[config.mk]
export PLATFORM = sky130hd
export DESIGN_NAME = i2c_ptr_slave
export DESIGN_NICKNAME = d
export VERILOG_FILES = /design/src/rtl/i2c_ptr_pkg.sv /design/src/rtl/i2c_line_mon.sv /design/src/rtl/i2c_addr_match.sv /design/src/rtl/i2c_ptr_engine.sv /design/src/rtl/i2c_ptr_slave.sv
export SDC_FILE = /design/constraint.sdc
export NUM_CORES = 1
export LEC_CHECK = 0
export BUFFER_PORTS_ARGS = -buffer_cell sky130_fd_sc_hd__buf_2
export CAP_MARGIN = 20
export CORE_MARGIN = 5
export CORE_UTILIZATION = 35
export CTS_CLUSTER_SIZE = 40
export DETAILED_ROUTE_END_ITERATION = 12
export GPL_ROUTABILITY_DRIVEN = 0
export HOLD_SLACK_MARGIN = 0.1
export PLACE_DENSITY_LB_ADDON = 0.15
export SLEW_MARGIN = 20
export SYNTH_ARGS = -nofsm -noshare
export SYNTH_HDL_FRONTEND = slang
export SYNTH_SLANG_ARGS = --single-unit
[constraint.sdc]
create_clock -name clk -period 3.1 [get_ports clk]
set_input_delay 0.31 -clock clk [delete_from_list [all_inputs] [get_ports clk]]
set_output_delay 0.31 -clock clk [all_outputs]
set_load 0.05 [all_outputs]
[src/rtl/i2c_ptr_pkg.sv]
package i2c_ptr_pkg;

    localparam int BYTE_W     = 8;
    localparam int DEV_ADDR_W = 7;
    localparam int CNT_W      = $clog2(BYTE_W + 1);

    typedef enum logic [2:0] {
        ST_IDLE,
        ST_ADDR,
        ST_ADDR_ACK,
        ST_WR_BYTE,
        ST_WR_ACK,
        ST_RD_BYTE,
        ST_RD_ACK
    } slv_state_e;

endpackage

[src/rtl/i2c_line_mon.sv]
// Edge and bus-condition detector for already synchronised SCL/SDA.
module i2c_line_mon (
    input  logic clk,
    input  logic rst_n,
    input  logic scl_i,
    input  logic sda_i,
    output logic scl_rise,
    output logic scl_fall,
    output logic bus_start,
    output logic bus_stop
);

    typedef struct packed {
        logic scl;
        logic sda;
    } line_t;

    line_t line_d, line_q;

    always_comb begin
        line_d     = line_q;
        line_d.scl = scl_i;
        line_d.sda = sda_i;
    end

    always_ff @(posedge clk or negedge rst_n) begin
        if (!rst_n) begin
            line_q <= '{scl: 1'b1, sda: 1'b1};
        end else begin
            line_q <= line_d;
        end
    end

    // Conditions on SDA count only while SCL is high in both samples.
    assign scl_rise  =  scl_i & ~line_q.scl;
    assign scl_fall  = ~scl_i &  line_q.scl;
    assign bus_start =  scl_i &  line_q.scl &  line_q.sda & ~sda_i;
    assign bus_stop  =  scl_i &  line_q.scl & ~line_q.sda &  sda_i;

endmodule

[src/rtl/i2c_addr_match.sv]
// Compares a received 7-bit address with {fixed prefix, strap pins}.
module i2c_addr_match #(
    parameter int          PREFIX_W = 4,
    parameter logic [PREFIX_W-1:0] PREFIX = 4'b1001,
    localparam int         STRAP_W  = i2c_ptr_pkg::DEV_ADDR_W - PREFIX_W
) (
    input  logic [i2c_ptr_pkg::DEV_ADDR_W-1:0] addr_rx,
    input  logic [STRAP_W-1:0]                 strap_i,
    output logic                               hit
);

    localparam int AW = i2c_ptr_pkg::DEV_ADDR_W;

    logic [AW-1:0] own_addr;
    logic [AW-1:0] bit_eq;

    assign own_addr = {PREFIX, strap_i};

    for (genvar gi = 0; gi < AW; gi++) begin : g_bit
        assign bit_eq[gi] = ~(addr_rx[gi] ^ own_addr[gi]);
    end

    assign hit = &bit_eq;

endmodule

[src/rtl/i2c_ptr_engine.sv]
// Transfer sequencer: address phase, pointer/data writes, register reads.
module i2c_ptr_engine #(
    parameter int PTR_W = 3
) (
    input  logic                               clk,
    input  logic                               rst_n,
    input  logic                               scl_rise,
    input  logic                               scl_fall,
    input  logic                               bus_start,
    input  logic                               bus_stop,
    input  logic                               sda_i,
    input  logic                               addr_hit,
    input  logic [i2c_ptr_pkg::BYTE_W-1:0]     reg_rdata,
    output logic [i2c_ptr_pkg::DEV_ADDR_W-1:0] rx_addr,
    output logic                               sda_oe,
    output logic [PTR_W-1:0]                   reg_addr,
    output logic [i2c_ptr_pkg::BYTE_W-1:0]     reg_wdata,
    output logic                               reg_we,
    output logic                               bus_busy
);
    import i2c_ptr_pkg::*;

    localparam logic [CNT_W-1:0] LAST_BIT = CNT_W'(BYTE_W);

    typedef struct packed {
        slv_state_e        st;
        logic [CNT_W-1:0]  cnt;
        logic [BYTE_W-1:0] sh;
        logic              rw;
        logic              first;
        logic              mack;
        logic              oe;
        logic              busy;
        logic              we;
        logic [BYTE_W-1:0] wdata;
        logic [PTR_W-1:0]  ptr;
    } eng_t;

    eng_t eng_d, eng_q;

    always_comb begin
        eng_d    = eng_q;
        eng_d.we = 1'b0;
        if (bus_stop) begin
            eng_d.st   = ST_IDLE;
            eng_d.oe   = 1'b0;
            eng_d.busy = 1'b0;
        end else if (bus_start) begin
            eng_d.st  = ST_ADDR;
            eng_d.cnt = '0;
            eng_d.oe  = 1'b0;
        end else begin
            case (eng_q.st)
                ST_ADDR, ST_WR_BYTE: begin
                    if (scl_rise) begin
                        eng_d.sh  = {eng_q.sh[BYTE_W-2:0], sda_i};
                        eng_d.cnt = eng_q.cnt + 1'b1;
                    end else if (scl_fall && eng_q.cnt == LAST_BIT) begin
                        if (eng_q.st == ST_ADDR) begin
                            if (addr_hit) begin
                                eng_d.st    = ST_ADDR_ACK;
                                eng_d.oe    = 1'b1;
                                eng_d.busy  = 1'b1;
                                eng_d.rw    = eng_q.sh[0];
                                eng_d.first = 1'b1;
                            end else begin
                                eng_d.st   = ST_IDLE;
                                eng_d.busy = 1'b0;
                            end
                        end else begin
                            eng_d.st = ST_WR_ACK;
                            eng_d.oe = 1'b1;
                            if (eng_q.first) begin
                                eng_d.ptr   = eng_q.sh[PTR_W-1:0];
                                eng_d.first = 1'b0;
                            end else begin
                                eng_d.we    = 1'b1;
                                eng_d.wdata = eng_q.sh;
                            end
                        end
                    end
                end
                ST_ADDR_ACK, ST_WR_ACK: begin
                    if (scl_fall) begin
                        eng_d.cnt = '0;
                        if (eng_q.st == ST_ADDR_ACK && eng_q.rw) begin
                            eng_d.st = ST_RD_BYTE;
                            eng_d.sh = reg_rdata;
                            eng_d.oe = ~reg_rdata[BYTE_W-1];
                        end else begin
                            eng_d.st = ST_WR_BYTE;
                            eng_d.oe = 1'b0;
                        end
                    end
                end
                ST_RD_BYTE: begin
                    if (scl_rise) begin
                        eng_d.cnt = eng_q.cnt + 1'b1;
                    end else if (scl_fall) begin
                        if (eng_q.cnt == LAST_BIT) begin
                            eng_d.st = ST_RD_ACK;
                            eng_d.oe = 1'b0;
                        end else begin
                            eng_d.sh = {eng_q.sh[BYTE_W-2:0], 1'b0};
                            eng_d.oe = ~eng_q.sh[BYTE_W-2];
                        end
                    end
                end
                ST_RD_ACK: begin
                    if (scl_rise) begin
                        eng_d.mack = ~sda_i;
                    end else if (scl_fall) begin
                        if (eng_q.mack) begin
                            eng_d.st  = ST_RD_BYTE;
                            eng_d.cnt = '0;
                            eng_d.sh  = reg_rdata;
                            eng_d.oe  = ~reg_rdata[BYTE_W-1];
                        end else begin
                            eng_d.st = ST_IDLE;
                        end
                    end
                end
                default: begin
                end
            endcase
        end
    end

    always_ff @(posedge clk or negedge rst_n) begin
        if (!rst_n) begin
            eng_q <= '{st: ST_IDLE, cnt: '0, sh: '0, rw: 1'b0, first: 1'b0,
                       mack: 1'b0, oe: 1'b0, busy: 1'b0, we: 1'b0,
                       wdata: '0, ptr: '0};
        end else begin
            eng_q <= eng_d;
        end
    end

    assign rx_addr   = eng_q.sh[BYTE_W-1:1];
    assign sda_oe    = eng_q.oe;
    assign reg_addr  = eng_q.ptr;
    assign reg_wdata = eng_q.wdata;
    assign reg_we    = eng_q.we;
    assign bus_busy  = eng_q.busy;

endmodule

[src/rtl/i2c_ptr_slave.sv]
module i2c_ptr_slave #(
    parameter int PTR_W    = 3,
    parameter int PREFIX_W = 4,
    parameter logic [PREFIX_W-1:0] PREFIX = 4'b1001,
    localparam int STRAP_W = i2c_ptr_pkg::DEV_ADDR_W - PREFIX_W
) (
    input  logic                           clk,
    input  logic                           rst_n,
    input  logic                           scl_i,
    input  logic                           sda_i,
    input  logic [STRAP_W-1:0]             strap_i,
    output logic                           sda_oe,
    output logic [PTR_W-1:0]               reg_addr,
    output logic [i2c_ptr_pkg::BYTE_W-1:0] reg_wdata,
    output logic                           reg_we,
    input  logic [i2c_ptr_pkg::BYTE_W-1:0] reg_rdata,
    output logic                           bus_busy
);

    logic scl_rise, scl_fall, bus_start, bus_stop, addr_hit;
    logic [i2c_ptr_pkg::DEV_ADDR_W-1:0] rx_addr;

    i2c_line_mon u_mon (
        .clk       (clk),
        .rst_n     (rst_n),
        .scl_i     (scl_i),
        .sda_i     (sda_i),
        .scl_rise  (scl_rise),
        .scl_fall  (scl_fall),
        .bus_start (bus_start),
        .bus_stop  (bus_stop)
    );

    i2c_addr_match #(
        .PREFIX_W (PREFIX_W),
        .PREFIX   (PREFIX)
    ) u_match (
        .addr_rx (rx_addr),
        .strap_i (strap_i),
        .hit     (addr_hit)
    );

    i2c_ptr_engine #(
        .PTR_W (PTR_W)
    ) u_eng (
        .clk       (clk),
        .rst_n     (rst_n),
        .scl_rise  (scl_rise),
        .scl_fall  (scl_fall),
        .bus_start (bus_start),
        .bus_stop  (bus_stop),
        .sda_i     (sda_i),
        .addr_hit  (addr_hit),
        .reg_rdata (reg_rdata),
        .rx_addr   (rx_addr),
        .sda_oe    (sda_oe),
        .reg_addr  (reg_addr),
        .reg_wdata (reg_wdata),
        .reg_we    (reg_we),
        .bus_busy  (bus_busy)
    );

endmodule

Word-level counts from Yosys, hierarchy flattened:

Index checks and enable logic that the tools add are counted.

* flip-flop bits (word level): 34
* input port bits: 15
* output and inout port bits: 14
* logic and storage cells: 142

* $add $sub $neg: 1
* eq/ne operators: 35
* mux-type cells: 47
* bitwise logic cells: 25
* reductions and logical operators: 21

Operators with widths (number)
* case mux 15 bit (4 select lines): 1
* two-way mux 12 bit: 4
* two-way mux 15 bit: 3
* two-way mux 8 bit: 4
* two-way mux 3 bit: 10
* two-way mux 14 bit: 2
* two-way mux 13 bit: 2
* inequality test 4 x 3 -> 1 bit (second input constant): 6
* AND reduction 7 bit: 3
* two-way mux 1 bit: 15
* NOT 1 bit: 15
* inequality test 2 x 1 -> 1 bit (second input constant): 7
* AND reduction 13 bit: 1
* inequality test 4 bit (second input constant): 3
* AND reduction 12 bit: 1
* inequality test 2 bit (second input constant): 5
* AND reduction 10 bit: 1
* equality test 3 bit (second input constant): 3
* two-way mux 9 bit: 1
* inequality test 3 x 2 -> 1 bit (second input constant): 3
* inequality test 3 bit (second input constant): 3
* AND reduction 9 bit: 1
* AND reduction 8 bit: 1
* AND 1 bit: 7
* 19 further kinds: 27

Depth between registers and ports, before layout:

* depth in word-level cells: 10
* depth in mapped cells: 7

Modules after synthesis:

From an unflattened synthesis, not the netlist that was laid out.

* cell total of the unflattened synthesis: 218
* area, all modules: 2103.3 um2

Modules (own cells, without submodules)
* i2c_ptr_engine: times used 1, cells an instance 207, area an instance 1974.4 um2, sequential area each 800.8 um2
* i2c_line_mon: times used 1, cells an instance 6, area an instance 85.1 um2, sequential area each 52.6 um2
* i2c_addr_match: times used 1, cells an instance 5, area an instance 43.8 um2, sequential area each 0.0 um2

Worst setup path before layout:

Ideal clock, no wire load.

* path type: register to register
* from: register u_mon.line_q[1] (netlist bit)
* to: register u_eng.eng_q[17] (netlist bit)
* library setup time: 125 ps
* data arrival time: 1661 ps
* data required time: 2975 ps
* slack: 1314 ps
* stages on the path, launching flop included: 7
* path buffers: 1
* clock period less this slack: 1786 ps
* cells stage by stage: dfstp_2 > buf_4 > nand2b_4 > o31ai_2 > o22a_4 > o221ai_4 > mux2_4

* cells in the longest elaborated chain, start to end: 5
* elaborated cells on any way between the ends: 17

RTL lines
* from (decl): RTL line i2c_line_mon.sv:18 `line_t line_d, line_q;`
* from (signal assigned): RTL line i2c_line_mon.sv:28 `line_q <= '{scl: 1'b1, sda: 1'b1};`
* from (signal assigned): RTL line i2c_line_mon.sv:30 `line_q <= line_d;`
* AND 1 bit: RTL line i2c_line_mon.sv:37, i2c_line_mon.sv:38
* AND 1 bit, on equally long branches (2 in a row): RTL line i2c_line_mon.sv:38, i2c_line_mon.sv:37
* NOT 1 bit (no source line)
* AND reduction 12 bit (no source line) (*)
* to (signal assigned): RTL line i2c_ptr_engine.sv:131 `eng_q <= '{st: ST_IDLE, cnt: '0, sh: '0, rw: 1'b0, first: 1'b0,`
* to (signal assigned): RTL line i2c_ptr_engine.sv:135 `eng_q <= eng_d;`
* to (decl): RTL line i2c_ptr_engine.sv:39 `eng_t eng_d, eng_q;`

Every way passes the cells marked *; elsewhere a longest branch is shown, timed or not.
A chain may end at the register's enable or synchronous reset.

Final worst setup path:

* from: register u_eng.eng_q[29] (netlist bit)
* to: register u_eng.eng_q (netlist bit u_eng.rx_addr[2])

* cells in the longest elaborated chain, start to end: 4
* elaborated cells on any way between the ends: 21

RTL lines
* equality test 3 bit, or another cell as far along: RTL line i2c_ptr_engine.sv:53 `case (eng_q.st)`
* OR reduction 2 bit or logical AND 1 bit (tied branches): RTL line i2c_ptr_engine.sv:53, i2c_ptr_engine.sv:86
* inequality test 2 x 1 -> 1 bit (no source line), or another cell as far along
* AND reduction 12 bit (no source line)

Parallel ways exist; a longest one is shown, timed or not.

==> results.cfg <==
[outcome]
status = completed

[clock_network]
cts.path.max_buffers = 2
cts_root_buf = sky130_fd_sc_hd__clkbuf_8
clock_sinks = 34
clock_network_latency_to_the_later_pin_of_the_worst_skew_pair_ns = 0.29
post_cts.resized_instances = 0
htree_num_levels = 2
ctsHoldBuffers = 0
cts_buffers = 5
post_cts_buffers = 0
cts.clk_slew.worst_paths_ns = 0.07
tritoncts = built

[setup_path]
worst-path-buf-inv = 0
path_cells = nor2b_2 -> a22o_1 -> o22a_4 -> o221ai_4 -> mux2_4
worst_ep_required_time_ns = 3.27
critical-path-top-delay-family = compound AO/OA/AOI/OAI gates
worst_setup_path_end_kind = register
setup.worst_path.start_class = register
slowest_stage_cell_on_the_critical_path = sky130_fd_sc_hd__dfrtp_1
path_class = reg2reg
cpPeakStageDelay_ns = 0.69
worst-path-max-fanout = 15
worst-endpoint-arrival_ns = 2.23

[die]
fp.dieArea_um2 = 7610
floorplan.initialDensity = 0.357
chipWidth_um = 87.2
num_rows = 28
core_region_area_um2 = 5850
die-height_um = 87.2
pin_count = 29

[logic_synthesis]
seq_area_frac_synth = 0.409
synth_edf_count = 0
syn_area_um2 = 2090
yosysWarnings = 0
synth_ff_type = sky130_fd_sc_hd__dfrtp_1
synthesis.area_per_instance_um2 = 11.0
synth.distinct_cells = 55
async_flop_share = 1.00
synth_seq_cells = 34
postSynthCellCount = 190
syn-num-nets = 207

[pwr]
power.share.combinational = 0.450
power-per-cell-area_nw_per_um2 = 816
static-leakage-power_nw = 1.09
sequential_power_share = 0.374
switchingPower_mw = 0.702
peakVddDrop_mv = 0.410
share_clk_of_total_power = 0.177
swShare = 0.378
power_report.internal_total_mw = 1.16
totalPowerFinal_mw = 1.86

[timing]
slew_headroom = 0.476
period_share = 0.665
fin_ws_ns = 1.04
rsz0062_at_grt = no
report.final.slew_viol_count = 0
tightest_slew_ns = 0.787
final_hold_viol_count = 0
final-setup-viol-count = 0
fin_worst_skew_ns = 0.00794
fin_tns_setup_ns = 0
holdWs_ns = 0.106
fmax_ghz = 0.485
finalCriticalPeriod_ns = 2.06

[placed_design]
port_buffers = 28
dpl_cell_area_um2 = 2200
pre_cts_ws_ns = 1.07
post_place_cells = 276
dpl.hpwl_um = 3190

[finish]
area_delta_synth_final_pct = 9.29
drive_gt1_frac = 0.386
finalNetCount = 225
layout.cells.non_filler = 282
final_util = 0.390
n_fill_cell = 577
fin_area_um2 = 2280
antenna_cells = 0

[detailed_routing]
avgViaCountPerCell = 5.14
firstDrtPassIters = 4
wire_per_inst_um = 15.5
detail_route.iter0.violations = 57
route.vias.total = 1449
post-route-drc-count = 0
routed_wl_um = 4370
final_antenna_net_count = 0

[grt]
first_global_vias = 1505
grt_antenna_before_repair = 0
grt_pass1_wl_um = 7420
grt.overflow.total = 0
grt_util_all_layers = 0.126
maximum_number_of_pins_on_one_net_before_global_route_repair = 35

[run]
max_cap_viol_count = 0

[hold_path]
worstHoldPathType = in2async
-- layout make-up --
cell class              instances  area (µm²)  share of cell area
multi-input cells             129        1070               0.469
flip-flops and latches         34         853               0.374
well taps                      75        93.8              0.0411
clock buffers                   6        82.6              0.0362
repair buffers                 29         148              0.0647
inverters                       9        33.8              0.0148
-- cell usage in the layout, fill, tap and decap left out, types with 3 or more instances in the layout --
master / netlist / routed
sky130_fd_sc_hd__a21oi_1: 11 / 11
sky130_fd_sc_hd__a31oi_1: 3 / 3
sky130_fd_sc_hd__buf_2: 2 / 28
sky130_fd_sc_hd__clkbuf_8: 0 / 6
sky130_fd_sc_hd__dfrtp_1: 32 / 32
sky130_fd_sc_hd__inv_1: 8 / 8
sky130_fd_sc_hd__mux2_2: 19 / 19
sky130_fd_sc_hd__mux2_4: 8 / 8
sky130_fd_sc_hd__mux2i_1: 3 / 3
sky130_fd_sc_hd__nand2_1: 7 / 7
sky130_fd_sc_hd__nand2b_1: 4 / 4
sky130_fd_sc_hd__nand3_1: 4 / 4
sky130_fd_sc_hd__nand3b_1: 4 / 4
sky130_fd_sc_hd__nor2_1: 9 / 9
sky130_fd_sc_hd__nor3_1: 8 / 8
sky130_fd_sc_hd__o21ai_0: 7 / 7
sky130_fd_sc_hd__xor2_1: 3 / 3
-- final timing paths --
path,from,slack [ns],end,cells past startpoint
max in group asynchronous,rst_n,2.49,u_eng.eng_q[14],1
worst max-delay path,u_eng.eng_q[29],1.04,u_eng.rx_addr[2],5
worst min-delay path,rst_n,0.11,u_eng.reg_we,1
worst max register to register,u_eng.eng_q[29],1.04,u_eng.rx_addr[2],5
worst min register to register,u_eng.reg_wdata[3],0.50,u_eng.reg_wdata[3],1
min in group clk,sda_i,0.20,u_mon.line_q[0],1
-- sequential cells by signal, indices dropped and copies added (netlist names) --
register         flops
u_mon.line_q         2
u_eng.sda_oe         1
u_eng.bus_busy       1
u_eng.rx_addr        7
u_eng.reg_addr       3
u_eng.eng_q         11
u_eng.reg_wdata      8
u_eng.reg_we         1
-- worst reg2reg max path, stage by stage (launching register included) --
cell and delay, ns:
sky130_fd_sc_hd__dfrtp_1 0.69, sky130_fd_sc_hd__nor2b_2 0.18, sky130_fd_sc_hd__a22o_1 0.30, sky130_fd_sc_hd__o22a_4 0.26, sky130_fd_sc_hd__o221ai_4 0.16, sky130_fd_sc_hd__mux2_4 0.34
-- logic make-up (layout without fill, tap and decap cells) --
kind of cell	after synthesis	count (layout)	synth area share
simple gates	53	53	0.164
compound gates	40	40	0.146
flops	34	34	0.409
mux	30	30	0.174
buf+inv	27	44	0.0785
xor+xnor	4	4	0.0168
fa+ha+maj	2	2	0.0120
-- synthesized netlist by cell type, types with 3 or more instances --
cell type / count / area [µm²]
sky130_fd_sc_hd__mux2_2: 19 / 214
sky130_fd_sc_hd__a21oi_1: 11 / 55.1
sky130_fd_sc_hd__a31oi_1: 3 / 18.8
sky130_fd_sc_hd__nand2b_1: 4 / 25.0
sky130_fd_sc_hd__nand3b_1: 4 / 30.0
sky130_fd_sc_hd__inv_1: 8 / 30.0
sky130_fd_sc_hd__mux2i_1: 3 / 30.0
sky130_fd_sc_hd__buf_4: 14 / 105
sky130_fd_sc_hd__dfrtp_1: 32 / 801
sky130_fd_sc_hd__nor2_1: 9 / 33.8
sky130_fd_sc_hd__nand3_1: 4 / 20.0
sky130_fd_sc_hd__o21ai_0: 7 / 35.0
sky130_fd_sc_hd__nand2_1: 7 / 26.3
sky130_fd_sc_hd__mux2_4: 8 / 120
sky130_fd_sc_hd__xor2_1: 3 / 26.3
sky130_fd_sc_hd__nor3_1: 8 / 40.0
-- power by group through the flow --
stage | combinational (mW) | clock [mW] | sequential (mW)
global placement | 0.843 | 0 | 0.705
CTS | 0.846 | 0.340 | 0.696
global route | 0.920 | 0.354 | 0.720
detailed placement | 0.840 | 0 | 0.706
finish | 0.837 | 0.329 | 0.695
floorplan | 0.735 | 0 | 0.655
-- layer usage --
metal,wire length (µm),part of all wire,global-route usage
met2,1950,0.45,0.191
met5,0,0,0
met1,2180,0.50,0.173
met4,88,0.020,0.0544
met3,150,0.034,0.0284
Power figures use the tool's default switching activity.
